$ cat config.mk
export PLATFORM = sky130hd
export DESIGN_NAME = nvw_ctrl
export DESIGN_NICKNAME = d
export VERILOG_FILES = /design/src/rtl/nvw_pkg.sv /design/src/rtl/nvw_unlock.sv /design/src/rtl/nvw_timer.sv /design/src/rtl/nvw_store.sv /design/src/rtl/nvw_ctrl.sv
export SDC_FILE = /design/constraint.sdc
export NUM_CORES = 1
export LEC_CHECK = 0
export CAP_MARGIN = 0
export CORE_MARGIN = 3
export CORE_UTILIZATION = 40
export DETAILED_ROUTE_END_ITERATION = 8
export DONT_BUFFER_PORTS = 1
export PLACE_DENSITY_LB_ADDON = 0.08
export SYNTH_ARGS = -nofsm -noshare
export SYNTH_HDL_FRONTEND = slang
export SYNTH_SLANG_ARGS = --single-unit
$ cat constraint.sdc
create_clock -name clk -period 10.2 [get_ports clk]
set_input_delay 0.51 -clock clk [delete_from_list [all_inputs] [get_ports clk]]
set_output_delay 0.51 -clock clk [all_outputs]
set_load 0.005 [all_outputs]
$ cat src/rtl/nvw_pkg.sv
// Package: shared constants and types of the keyed nonvolatile write controller.
// Assumes a 24-bit stored word split into a 16-bit low half and an 8-bit high half.
package nvw_pkg;
    localparam int WORD_W = 24;
    localparam int LO_W   = 16;
    localparam int HI_W   = 8;
    localparam int SEL_W  = 3;

    localparam logic [SEL_W-1:0] SEL_CTRL = 3'd0;
    localparam logic [SEL_W-1:0] SEL_ADRL = 3'd1;
    localparam logic [SEL_W-1:0] SEL_ADRU = 3'd2;
    localparam logic [SEL_W-1:0] SEL_KEY  = 3'd3;
    localparam logic [SEL_W-1:0] SEL_LATL = 3'd4;
    localparam logic [SEL_W-1:0] SEL_LATH = 3'd5;
    localparam logic [SEL_W-1:0] SEL_PTR  = 3'd6;

    localparam logic [14:0] OP_PROG2 = 15'h4001;
    localparam logic [14:0] OP_ERASE = 15'h4003;

    localparam logic [7:0] KEY_FIRST  = 8'h55;
    localparam logic [7:0] KEY_SECOND = 8'hAA;

    typedef enum logic [1:0] {
        UL_IDLE  = 2'd0,
        UL_HALF  = 2'd1,
        UL_ARMED = 2'd2
    } ul_state_e;

    typedef struct packed {
        logic [HI_W-1:0] hi;
        logic [LO_W-1:0] lo;
    } word_t;
endpackage

$ cat src/rtl/nvw_unlock.sv
// Module: unlock sequencer. It follows the register write stream and raises
// armed only when the latest two writes were the two key values in order.
// Assumes one write per strobe cycle. Any write during busy drops the state.
module nvw_unlock
    import nvw_pkg::*;
(
    input  logic             clk,
    input  logic             rst_n,
    input  logic             we,
    input  logic [SEL_W-1:0] sel,
    input  logic [7:0]       key_data,
    input  logic             busy,
    output logic             armed
);
    ul_state_e state_q;
    ul_state_e state_d;

    // Next-state choice from the current write
    always_comb begin
        state_d = state_q;
        if (we) begin
            if (busy || sel != SEL_KEY) begin
                state_d = UL_IDLE;
            end else if (key_data == KEY_FIRST) begin
                state_d = UL_HALF;
            end else if (key_data == KEY_SECOND && state_q == UL_HALF) begin
                state_d = UL_ARMED;
            end else begin
                state_d = UL_IDLE;
            end
        end
    end

    // State register
    always_ff @(posedge clk) begin
        if (!rst_n) state_q <= UL_IDLE;
        else        state_q <= state_d;
    end

    assign armed = (state_q == UL_ARMED);
endmodule

$ cat src/rtl/nvw_timer.sv
// Module: busy timer. A start pulse raises busy for exactly CYCLES clock
// cycles. done is high in the last busy cycle so the commit lands as busy drops.
// Assumes start is only given while busy is low.
module nvw_timer #(
    parameter int CYCLES = 8
) (
    input  logic clk,
    input  logic rst_n,
    input  logic start,
    output logic busy,
    output logic done
);
    localparam int CNT_W = (CYCLES > 1) ? $clog2(CYCLES) : 1;

    logic [CNT_W-1:0] cnt_q;

    // Busy flag and down-counter
    always_ff @(posedge clk) begin
        if (!rst_n) begin
            busy  <= 1'b0;
            cnt_q <= '0;
        end else if (start) begin
            busy  <= 1'b1;
            cnt_q <= CNT_W'(CYCLES - 1);
        end else if (busy) begin
            if (cnt_q == '0) busy <= 1'b0;
            else             cnt_q <= cnt_q - 1'b1;
        end
    end

    assign done = busy && (cnt_q == '0);
endmodule

$ cat src/rtl/nvw_store.sv
// Module: word store. Programming ANDs two words into an aligned pair, and
// erase sets all bits to 1. Read-back is masked while the protection bit
// (bit 0 of the last word) is 0.
// Assumes prog_go and erase_go are never high together.
module nvw_store
    import nvw_pkg::*;
#(
    parameter int IDX_W = 4
) (
    input  logic              clk,
    input  logic              rst_n,
    input  logic              prog_go,
    input  logic              erase_go,
    input  logic [IDX_W-2:0]  pair_idx,
    input  word_t             lat0,
    input  word_t             lat1,
    input  logic [IDX_W-1:0]  rb_index,
    output logic [WORD_W-1:0] rb_data,
    output logic              prot_on
);
    localparam int DEPTH = 1 << IDX_W;
    localparam logic [IDX_W-1:0] PROT_IDX = IDX_W'(DEPTH - 1);

    word_t mem_q [DEPTH];

    // Cell array: blank at reset, cleared by program, set by erase
    generate
        for (genvar g = 0; g < DEPTH; g++) begin : g_cell
            localparam logic [IDX_W-2:0] PAIR = (IDX_W-1)'(g / 2);
            always_ff @(posedge clk) begin
                if (!rst_n || erase_go) begin
                    mem_q[g] <= '1;
                end else if (prog_go && pair_idx == PAIR) begin
                    if (g % 2 == 0) mem_q[g] <= mem_q[g] & lat0;
                    else            mem_q[g] <= mem_q[g] & lat1;
                end
            end
        end
    endgenerate

    assign prot_on = ~mem_q[DEPTH-1].lo[0];

    // Read-back with protection mask
    always_comb begin
        if (prot_on && rb_index != PROT_IDX) rb_data = '0;
        else                                  rb_data = mem_q[rb_index];
    end
endmodule

$ cat src/rtl/nvw_ctrl.sv
// Module: top of the keyed nonvolatile write controller. Decodes register
// writes, holds the address, operation and staging registers, and launches
// the timed operation after a valid unlock.
// Assumes a single-cycle write strobe and that read-back is combinational.
module nvw_ctrl
    import nvw_pkg::*;
#(
    parameter int PROG_CYCLES = 8,
    parameter int IDX_W       = 4
) (
    input  logic              clk,
    input  logic              rst_n,
    input  logic              bus_we,
    input  logic [2:0]        bus_sel,
    input  logic [15:0]       bus_wdata,
    output logic [15:0]       ctl_rdata,
    input  logic [IDX_W-1:0]  rb_index,
    output logic [23:0]       rb_data
);
    localparam int ADDR_W = LO_W + HI_W;

    logic [14:0]     op_q;
    logic [LO_W-1:0] adr_lo;
    logic [HI_W-1:0] adr_hi;
    word_t           lat_q [2];
    logic            ptr_q;
    logic            armed;
    logic            busy;
    logic            done;
    logic            start;
    logic            wr_ok;
    logic            op_valid;
    logic            in_range;
    logic            prog_go;
    logic            erase_go;
    logic [ADDR_W-1:0] full_adr;

    assign wr_ok    = bus_we && !busy;
    assign op_valid = (bus_wdata[14:0] == OP_PROG2) || (bus_wdata[14:0] == OP_ERASE);
    assign start    = wr_ok && bus_sel == SEL_CTRL && bus_wdata[15] && armed && op_valid;

    nvw_unlock u_unlock (
        .clk      (clk),
        .rst_n    (rst_n),
        .we       (bus_we),
        .sel      (bus_sel),
        .key_data (bus_wdata[7:0]),
        .busy     (busy),
        .armed    (armed)
    );

    nvw_timer #(.CYCLES(PROG_CYCLES)) u_timer (
        .clk   (clk),
        .rst_n (rst_n),
        .start (start),
        .busy  (busy),
        .done  (done)
    );

    // Operation code register
    always_ff @(posedge clk) begin
        if (!rst_n)                            op_q <= '0;
        else if (wr_ok && bus_sel == SEL_CTRL) op_q <= bus_wdata[14:0];
    end

    // Target address registers
    always_ff @(posedge clk) begin
        if (!rst_n) begin
            adr_lo <= '0;
            adr_hi <= '0;
        end else if (wr_ok && bus_sel == SEL_ADRL) begin
            adr_lo <= bus_wdata;
        end else if (wr_ok && bus_sel == SEL_ADRU) begin
            adr_hi <= bus_wdata[HI_W-1:0];
        end
    end

    // Staging words and their fill pointer
    always_ff @(posedge clk) begin
        if (!rst_n) begin
            lat_q[0] <= '1;
            lat_q[1] <= '1;
            ptr_q    <= 1'b0;
        end else if (done) begin
            ptr_q <= 1'b0;
        end else if (wr_ok) begin
            case (bus_sel)
                SEL_LATL: lat_q[ptr_q].lo <= bus_wdata;
                SEL_LATH: begin
                    lat_q[ptr_q].hi <= bus_wdata[HI_W-1:0];
                    ptr_q           <= ~ptr_q;
                end
                SEL_PTR:  ptr_q <= bus_wdata[0];
                default:  ;
            endcase
        end
    end

    assign full_adr = {adr_hi, adr_lo};
    assign in_range = (full_adr[1:0] == 2'b00) && (full_adr[ADDR_W-1:IDX_W+1] == '0);
    assign prog_go  = done && op_q == OP_PROG2 && in_range;
    assign erase_go = done && op_q == OP_ERASE;

    nvw_store #(.IDX_W(IDX_W)) u_store (
        .clk      (clk),
        .rst_n    (rst_n),
        .prog_go  (prog_go),
        .erase_go (erase_go),
        .pair_idx (full_adr[IDX_W:2]),
        .lat0     (lat_q[0]),
        .lat1     (lat_q[1]),
        .rb_index (rb_index),
        .rb_data  (rb_data),
        .prot_on  ()
    );

    assign ctl_rdata = {busy, op_q};
endmodule

==> summary.md, run 1 <==
| Metric | Value |
|---|---|
| Clock Power Share | 0.446 |
| Routed WL | 66500 µm |
| P_int | 3280 µW |
| Seq pwr share | 0.510 |
| Status | completed |
| Leak Pwr | 0.00764 µW |
| Vias/cell | 6.11 |
| Post-synthesis cell area | 0.0232 mm² |
| Clk sinks | 478 |
| Number of global-route vias before repair | 15900 |
| Synth Area in XOR/XNOR | 0.000378 |
| Avg Cell Area, Syn | 12.1 µm² |
| Synth-to-Final Area Change | 8.75% |
| #FFs+latches synth | 478 |
| Final setup skew | 0.0177 ns |
| # IOs | 66 |
| Clock-pin slew on the worst setup and hold paths | 0.06 ns |
| VDD IR max | 0.115 mV |
| Relative slew slack | 0.163 |
| Unrepaired setup endpoints after global routing | false |
| Fraction of layout cells with a size suffix above 1 | 0.166 |
| Final setup viols | 0 |
| Nets | 1804 |
| Worst EP arrival | 4.28 ns |
| DR DRC count | 0 |
| DRT Pass-1 Iters | 5 |
| Crit start category | flip-flop |
| Synth Area in Simple Gates | 0.198 |
| Mux cell area share after synthesis | 0.102 |
| Worst min path class | input port to flip-flop |
| Synth Area in Compound Gates | 0.0472 |
| Largest net degree at the start of global routing | 193 |
| Ys flop type | edfxtp_1 |
| Starting Density | 0.408 |
| Required @ worst endpoint | 10.48 ns |
| # Post-CTS Setup Buffers | 0 |
| Placed Area | 0.0235 mm² |
| Site row count | 87 |
| Maximum root-to-sink buffer count | 3 |
| Power Dens Cells | 168 mW/mm² |
| Switching Fraction | 0.225 |
| Clock tree from TritonCTS | yes |
| Root Driver | clkbuf_16 |
| Top cells by count, synth | edfxtp_1, nand2_1, nand4_1 |
| Top-count cell post-synth | edfxtp_1 |
| Net Sw Power | 952 µW |
| Die Wd | 247 µm |
| Die footprint | 0.0608 mm² |
| DRT iter0 DRCs | 1535 |
| Fin crit share | 0.392 |
| Post-synth top area share | 0.560 |
| Port Buffer Count | 0 |
| Core ar. | 0.0568 mm² |
| Overall Global Routing Usage | 0.219 |
| Reg2reg setup slack | 6.20 ns |
| Design area | 0.0252 mm² |
| Routed via count | 15800 |
| Post-DP HPWL | 33400 µm |
| Inserted Clock Buffers | 54 |
| Critical Path End Type | flip-flop |
| Initial antenna violation count | 5 |
| Syn_nets | 1936 |
| Max-capacitance violation count | 0 |
| Post-synth top area cell | edfxtp_1 |
| Antenna viol nets, final | 0 |
| EDFF count, synth | 432 |
| Gr ovfl total | 0 |
| Fill cells | 5284 |
| Worst-margin pin slew | 1.26 ns |
| Area contributors post-synth | edfxtp_1, mux4_2, nand4_1 |
| Register area share after synthesis | 0.600 |
| Netlist cell types | 53 |
| Post-Synthesis Cells | 1908 |
| CTS H-Tree Depth | 2 |
| Main combinational cell family by area after synthesis | simple AND/OR/NAND/NOR gates |
| Max Clk Rate | 0.250 GHz |
| First-pass GRT wire length | 100000 µm |
| Post-Synth Adder-Cell Area | 0.00108 |
| GP Congestion | 0.743 |
| Antenna cells | 0 |
| CP max FO | 72 |
| Wire per inst | 25.8 µm |
| Post-route minimum period | 4.00 ns |
| Combinational power share | 0.043 |
| Fin Setup TNS | 0 ns |
| Final hold vios | 0 |
| Max-slew violation count | 0 |
| Skew-Pair Late Insertion Delay | 0.61 ns |
| Final Power | 4230 µW |
| Async SR Flop Fraction | 0 |
| Die extent in y | 247 µm |
| Setup CP Type | flip-flop to flip-flop |
| Ys Warns | 0 |
==> critical path: stages (launching register included) <==
cell	delay, ns
dfxtp_1	0.34
nor4_1	0.37
and2_0	0.40
and4_4	0.90
buf_4	0.63
buf_4	0.79
nand4_1	0.18
==> cell type report <==
type / count / area (µm²) / share of cell area
timing repair buffer: 29 / 245 / 0.00974
clock inverter: 23 / 154 / 0.00611
multi-input combinational: 1163 / 8220 / 0.326
tap: 756 / 946 / 0.0376
clock buffer: 77 / 1540 / 0.0612
inverter: 50 / 188 / 0.00745
sequential: 478 / 13900 / 0.552
==> what timing repair did <==
| action | 4_1_cts | 5_1_grt |
|---|---|---|
| hold buffers | 1 | 0 |
| resized for setup | 0 | 0 |
| hold endpoints to repair | 4 | 0 |
==> flip-flops by register name (all words and copies together) (netlist names) <==
name and count:
adr_lo 16, u_timer.busy 1, adr_hi 8, u_timer.cnt_q 3, ptr_q 1, u_unlock.state_q 2, lat_q 48, u_store.mem_q 384
op_q 15
==> path summary, 6_finish.rpt <==
check,start,to,depth (start not counted)
setup / recovery,op_q[2],u_store.mem_q[3][5],6
hold / removal,bus_wdata[0],op_q[0],2
setup reg to reg,op_q[2],u_store.mem_q[3][5],6
hold reg to reg,adr_hi[7],adr_hi[7],2
==> through the flow <==
stage | worst slack, ns | cells | util | hold WS (ns)
after floorplan | 5.12 | 1908 | - | 0.436
after global placement | 6.34 | 2475 | 0.413 | 0.444
after detailed placement | 6.25 | 2475 | 0.413 | 0.449
after CTS | 6.25 | 2576 | 0.443 | 0.0107
after global routing | 5.91 | 2576 | 0.443 | 0.0381
final | 6.20 | 2576 | 0.443 | 0.0466
==> cell families (layout without fill, tap and decap cells) <==
family | after synthesis | count (layout)
buffers and inverters | 267 | 179
adder cells (fa/ha/maj) | 2 | 2
AO/OA/AOI/OAI | 186 | 186
flip-flops | 478 | 478
XOR/XNOR | 1 | 1
multiplexers | 116 | 116
AND/OR/NAND/NOR | 858 | 858
==> cells in the final DEF (no fill, tap or decap), types with 26 or more instances in the layout <==
cell / n
edfxtp_1: 432
or2_2: 30
nand4_1: 253
mux4_2: 96
nand3_1: 79
inv_1: 49
buf_4: 26
clkbuf_16: 57
nand2_1: 359
nand3_2: 50
a21oi_1: 123
dfxtp_1: 46
==> per-layer routing <==
layer	GRT usage	vias up	routed length [µm]
met4	0.0630	0	1660
met2	0.349	685	30600
met3	0.0429	105	5540
met1	0.305	7979	28700
met5	0	-	0
li1	-	6983	-
==> power by group through the flow <==
stage | logic (µW) | registers [µW] | clock network [µW]
final | 184 | 2160 | 1890
after detailed placement | 185 | 2200 | 0
after CTS | 186 | 2160 | 1940
after global placement | 183 | 2200 | 0
after floorplan | 142 | 2190 | 0
after global routing | 197 | 2160 | 2010
Note: power is estimated with default switching activity, not from simulation.
==> run 2, diff against run 1 <==
==> constraint.sdc (replaced) <==
create_clock -name clk -period 3.5 [get_ports clk]
set_input_delay 0.175 -clock clk [delete_from_list [all_inputs] [get_ports clk]]
set_output_delay 0.175 -clock clk [all_outputs]
set_load 0.005 [all_outputs]
==> run 2 against run 1 <==
Clock power grew to 2.9 times the previous value. Non-clock buffer count is 42 higher. Critical path type unchanged. Total power grew to 2.9 times the previous value. Routed wire length is 1.3% higher. Via count is 1.3% higher. Die area stayed put. Critical endpoint is now u_store.mem_q[10][4]. Global-route usage is 0.33 points higher. Design area is 2.4% higher. Utilization is 1.1 points higher. Register-to-register slack worse by 5.5 ns. Largest cell class unchanged. Clock skew is 0.00064 ns lower.
==> summary.md, run 2 (synthesis gave the netlist of run 1 again) <==
| Metric | Value |
|---|---|
| Routed via count | 16000 |
| Nets | 1845 |
| Inserted Clock Buffers | 53 |
| Die extent in y | 247 µm |
| DRT iter0 DRCs | 1484 |
| Max Clk Rate | 0.359 GHz |
| Routed WL | 67300 µm |
| Fin crit share | 0.795 |
| Initial antenna violation count | 3 |
| First-pass GRT wire length | 103000 µm |
| Clock-pin slew on the worst setup and hold paths | 0.06 ns |
| Required @ worst endpoint | 3.73 ns |
| Worst EP arrival | 3.02 ns |
| Antenna viol nets, final | 0 |
| Maximum root-to-sink buffer count | 3 |
| Largest Register | u_store.mem_q |
| DR DRC count | 0 |
| Final hold vios | 0 |
| Largest register FFs | 384 |
| Die footprint | 0.0608 mm² |
| Commonest non-fill, non-tap cell in the layout | edfxtp_1 |
| Site row count | 87 |
| Post-route minimum period | 2.78 ns |
| GP Congestion | 0.729 |
| Final setup viols | 0 |
| Worst min path class | input port to flip-flop |
| Overall Global Routing Usage | 0.222 |
| CTS H-Tree Depth | 2 |
| VDD IR max | 0.339 mV |
| Most frequent cells in the layout | edfxtp_1, nand2_1, nand4_1 |
| Crit start category | flip-flop |
| Status | completed |
| DRT Pass-1 Iters | 8 |
| Unrepaired setup endpoints after global routing | false |
| Post-place setup slack | 0.718 ns |
| Core ar. | 0.0568 mm² |
| PnR worst setup slack | 0.716 ns |
| Critical Path Stages | 5 |
| Top flop regs | u_store.mem_q x384, lat_q x48, adr_lo x16 |
| Root Driver | clkbuf_16 |
| Leak Pwr | 0.00790 µW |
| Skew-Pair Late Insertion Delay | 0.61 ns |
| Setup CP Type | flip-flop to flip-flop |
| CP top delay family | simple AND/OR/NAND/NOR gates |
| Post-DP HPWL | 35400 µm |
| Post-Layout Cell Count | 2619 |
| Power Dens Cells | 481 mW/mm² |
| Synth-to-Final Area Change | 11.4% |
| Relative slew slack | 0.194 |
| Final Power | 12400 µW |
| Worst hold stages | 2 |
| Worst-margin pin slew | 1.21 ns |
| # IOs | 66 |
| Port Buffer Count | 0 |
| Fin Setup TNS | 0 ns |
| Clk sinks | 478 |
| Starting Density | 0.408 |
| Max stage delay on crit path | 0.53 ns |
| Max-capacitance violation count | 0 |
| Slowest CP cell | buf_4 |
| Final setup skew | 0.0170 ns |
| Wire per inst | 25.7 µm |
| CP max FO | 32 |
| Vias/cell | 6.09 |
| Fraction of layout cells with a size suffix above 1 | 0.173 |
| Number of global-route vias before repair | 15900 |
| Placed Instances | 2487 |
| Fill cells | 5225 |
| Die Wd | 247 µm |
| CP cell instances | nor4b_1, and3_1, a31oi_2, o21ai_4, buf_4 |
| End-of-flow core utilization | 0.454 |
| WP buf/inv | 1 |
| Clock tree from TritonCTS | yes |
| R2R depth | 5 |
| Critical Path End Type | flip-flop |
| # Post-CTS Setup Buffers | 0 |
| Gr ovfl total | 0 |
| Max-slew violation count | 0 |
| Largest net degree at the start of global routing | 193 |
run 2: cell types whose count changed in the layout (fill, tap and decap cells not counted), sizes merged:
cell	delta
bufinv	-1
dlygate4sd3	+30
clkinv	+1
inv	+1
clkbuf	+2
clkinvlp	-3
buf	+12
diode	+1
run 2: path summary, 6_finish.rpt:
path / startpoint / to / slack (ns)
setup / recovery: op_q[7] / u_store.mem_q[10][4] / 0.72
hold / removal: rst_n / lat_q[0][6] / 0.05
setup reg to reg: op_q[7] / u_store.mem_q[10][4] / 0.72
hold reg to reg: adr_hi[4] / adr_hi[4] / 0.46
run 2: per-stage QoR:
| step | cell area, µm² | hold WS, ns |
|---|---|---|
| floorplan | 23200 | 0.322 |
| global placement | 23800 | 0.295 |
| detailed placement | 23800 | 0.299 |
| CTS | 25800 | 0.0168 |
| global route | 25800 | 0.0526 |
| finish | 25800 | 0.0524 |
run 2: power by group:
| group | internal [µW] | switching, µW |
|---|---|---|
| Sequential | 6230 | 65.9 |
| Clock | 3170 | 2340 |
| Combinational | 168 | 426 |
| Total | 9570 | 2830 |
run 2: metal layers:
| metal | share of wire | GRT usage | vias up |
|---|---|---|---|
| li1 | - | - | 7062 |
| met1 | 0.45 | 0.326 | 8208 |
| met2 | 0.46 | 0.343 | 586 |
| met3 | 0.068 | 0.0338 | 103 |
| met4 | 0.022 | 0.0620 | 0 |
| met5 | 0 | 0 | - |
run 2: what timing repair did:
item,in CTS,in global routing
gates resized for setup,0,0
hold buffers,31,0
hold endpoints to repair,95,0
run 2: area by class of cell:
class                      count  area (µm²)  share of cell area
sequential                   478       13900               0.539
multi-input combinational   1163        8220               0.319
clock buffer                  79        1580              0.0611
tap                          756         946              0.0367
timing repair buffer          71         848              0.0329
inverter                      50         188             0.00728
clock inverter                21         125             0.00485
antenna                        1        2.50           0.0000970
==> run 3, diff against run 2 <==
--- a/config.mk
+++ b/config.mk
@@ -5,6 +5,7 @@
 export SDC_FILE = /design/constraint.sdc
 export NUM_CORES = 1
 export LEC_CHECK = 0
+export ABC_AREA = 1
 export CAP_MARGIN = 0
 export CORE_MARGIN = 3
 export CORE_UTILIZATION = 40
==> constraint.sdc (replaced) <==
create_clock -name clk -period 2.6 [get_ports clk]
set_input_delay 0.13 -clock clk [delete_from_list [all_inputs] [get_ports clk]]
set_output_delay 0.13 -clock clk [all_outputs]
set_load 0.005 [all_outputs]
==> run 3 against run 2 <==
Die area up 4.4%. Global-route usage up 2.9 points. Worst setup slack worse by 0.40 ns. Synthesized cell count up 46%. Total power up 40%. Sequential power up 34%. Largest power group unchanged.
==> summary.md, run 3 <==
| Metric | Value |
|---|---|
| Status | completed |
| Fraction of layout cells with a size suffix above 1 | 0.0760 |
| Routed WL | 80800 µm |
| DR DRC count | 0 |
| Slowest CP cell | a31oi_4 |
| Inserted Clock Buffers | 55 |
| Crit path to | rb_data[5] |
| Setup CP Type | flip-flop to primary output |
| Skew-Pair Late Insertion Delay | 0.61 ns |
| Critical Path End Type | primary output |
| Largest register FFs | 384 |
| Final hold vios | 0 |
| Site row count | 89 |
| Ys Warns | 0 |
| EDFF count, synth | 432 |
| Commonest non-fill, non-tap cell in the layout | nand2_1 |
| Post-route minimum period | 2.28 ns |
| Placed Area | 0.0251 mm² |
| Syn_nets | 2814 |
| Post-Synth Adder-Cell Area | 0.00103 |
| Post-synth top area cell | edfxtp_1 |
| Relative slew slack | 0.497 |
| Avg Cell Area, Syn | 8.69 µm² |
| #FFs+latches synth | 478 |
| GP Congestion | 0.805 |
| Routed wl met2 | 37500 µm |
| Metal3 WL | 5980 µm |
| Post-DP HPWL | 45200 µm |
| Antenna viol nets, final | 0 |
| Top-count cell post-synth | nand2_1 |
| Starting Density | 0.407 |
| First-pass GRT wire length | 122000 µm |
| Mux cell area share after synthesis | 0 |
| Largest net degree at the start of global routing | 195 |
| Vias/cell | 5.76 |
| Max stage delay on crit path | 0.55 ns |
| Nets | 2724 |
| CP max FO | 14 |
| PnR worst setup slack | 0.320 ns |
| Number of global-route vias before repair | 19300 |
| Max-capacitance violation count | 0 |
| Most frequent cells in the layout | nand2_1, edfxtp_1, nand4_1 |
| Synth Area in XOR/XNOR | 0.000724 |
| Top cells by count, synth | nand2_1, edfxtp_1, nand4_1 |
| Die Wd | 252 µm |
| Async SR Flop Fraction | 0 |
| Reg2reg setup slack | 0.33 ns |
| Leak Pwr | 0.0112 µW |
| Highest Signal Layer | met5 |
| Clk sinks | 478 |
| Post-CTS Hold Buffers | 26 |
| Crit. Startpoint | u_store.mem_q[15][0] |
| Clock tree from TritonCTS | yes |
| Register area share after synthesis | 0.574 |
| Core ar. | 0.0595 mm² |
| # IOs | 66 |
| Area contributors post-synth | edfxtp_1, nand2_1, nand4_1 |
| Crit start category | flip-flop |
| Met1 WL | 35300 µm |
| Gates resized, CTS repair | 0 |
| Maximum root-to-sink buffer count | 3 |
| Fin crit share | 0.877 |
| Largest Register | u_store.mem_q |
| End-of-flow core utilization | 0.456 |
| CTS H-Tree Depth | 2 |
| Root Driver | clkbuf_16 |
| Die extent in y | 252 µm |
| Worst-margin pin slew | 0.754 ns |
| Max Clk Rate | 0.439 GHz |
| Synth Area in Simple Gates | 0.316 |
| Max-slew violation count | 0 |
| R2R depth | 8 |
| # Post-CTS Setup Buffers | 0 |
| Initial antenna violation count | 1 |
| Main combinational cell family by area after synthesis | simple AND/OR/NAND/NOR gates |
| Clock-pin slew on the worst setup and hold paths | 0.06 ns |
| Worst min path class | input port to flip-flop |
| RR Endpoint | u_store.mem_q[9][7] |
| Required @ worst endpoint | 2.47 ns |
| Die footprint | 0.0635 mm² |
| Reg-to-reg startpoint | u_timer.cnt_q[0] |
| Post-place setup slack | 0.376 ns |
| Top flop regs | u_store.mem_q x384, lat_q x48, adr_lo x16 |
| Final setup viols | 0 |
| Netlist cell types | 26 |
| Post-synth top area share | 0.536 |
| Post-Synthesis Cells | 2786 |
| Fill cells | 5836 |
| Final Power | 17300 µW |
| DRT iter0 DRCs | 2313 |
| Wire per inst | 23.0 µm |
| Gr ovfl total | 0 |
| Power Dens Cells | 637 mW/mm² |
| Routed via count | 20200 |
| Synth-to-Final Area Change | 12.1% |
| Post-synthesis cell area | 0.0242 mm² |
| Ys flop type | edfxtp_1 |
| Port Buffer Count | 0 |
| CP cell instances | a31oi_4, buf_12, a21oi_1, buf_4 |
| Design area | 0.0271 mm² |
| Worst EP arrival | 2.15 ns |
| Unrepaired setup endpoints after global routing | false |
| Final setup skew | 0.0210 ns |
| Synth Area in Compound Gates | 0.0388 |
| VDD IR max | 0.485 mV |
| DRT Pass-1 Iters | 6 |
| Overall Global Routing Usage | 0.251 |
| Antenna cells | 0 |
## run 3: layer usage
metal  global-route usage  vias up
met3               0.0345       97
met5                    0        -
met1                0.351     9895
li1                     -     9415
met4               0.0732        2
met2                0.408      819
## run 3: kinds of logic after synthesis
family | Yosys count
buffers and inverters | 390
xor gates and xnor gates | 2
DFF | 478
AOI/OAI and AO/OA | 187
adders and majority gates | 2
and+or+nand+nor | 1727
## run 3: where the power goes
part           total [µW]  internal (µW)  switching [µW]
clock                7630           4440            3190
combinational        1260            351             911
sequential           8410           8370            38.8
## run 3: worst min path at each step
stage / startpoint / end / slack, ns / cells past startpoint
5_1_grt: bus_sel[1] / lat_q[1][18] / 0.16 / 5
4_1_cts: rst_n / u_store.mem_q[6][13] / 0.10 / 3
2_1_floorplan: bus_wdata[12] / op_q[12] / 0.30 / 2
3_3_place_gp: rst_n / op_q[13] / 0.27 / 2
6_report: rst_n / u_store.mem_q[2][12] / 0.13 / 3
3_5_place_dp: rst_n / op_q[13] / 0.28 / 2
## run 3: layout make-up
class | instances | area (µm²) | share of cell area
flip-flops and latches | 478 | 13900 | 0.512
inverters | 126 | 485 | 0.0179
clock inverters | 24 | 193 | 0.00710
repair buffers | 117 | 1320 | 0.0485
well taps | 773 | 967 | 0.0356
multi-input cells | 1918 | 8740 | 0.322
clock buffers | 74 | 1550 | 0.0569
## run 3: critical path: cells and delay by family, from the launching register on
family	cells	cell delay, ns
buffers and inverters	2	0.43
AO/OA/AOI/OAI	2	0.64
flip-flops	1	0.45
## run 3: per-stage QoR
step                std cells  TNS (ns)  hold slack (ns)
floorplan                2786    -65.00            0.298
global placement         3386         0            0.275
detailed placement       3386         0            0.278
CTS                      3510         0            0.102
global route             3510         0            0.156
finish                   3510         0            0.130
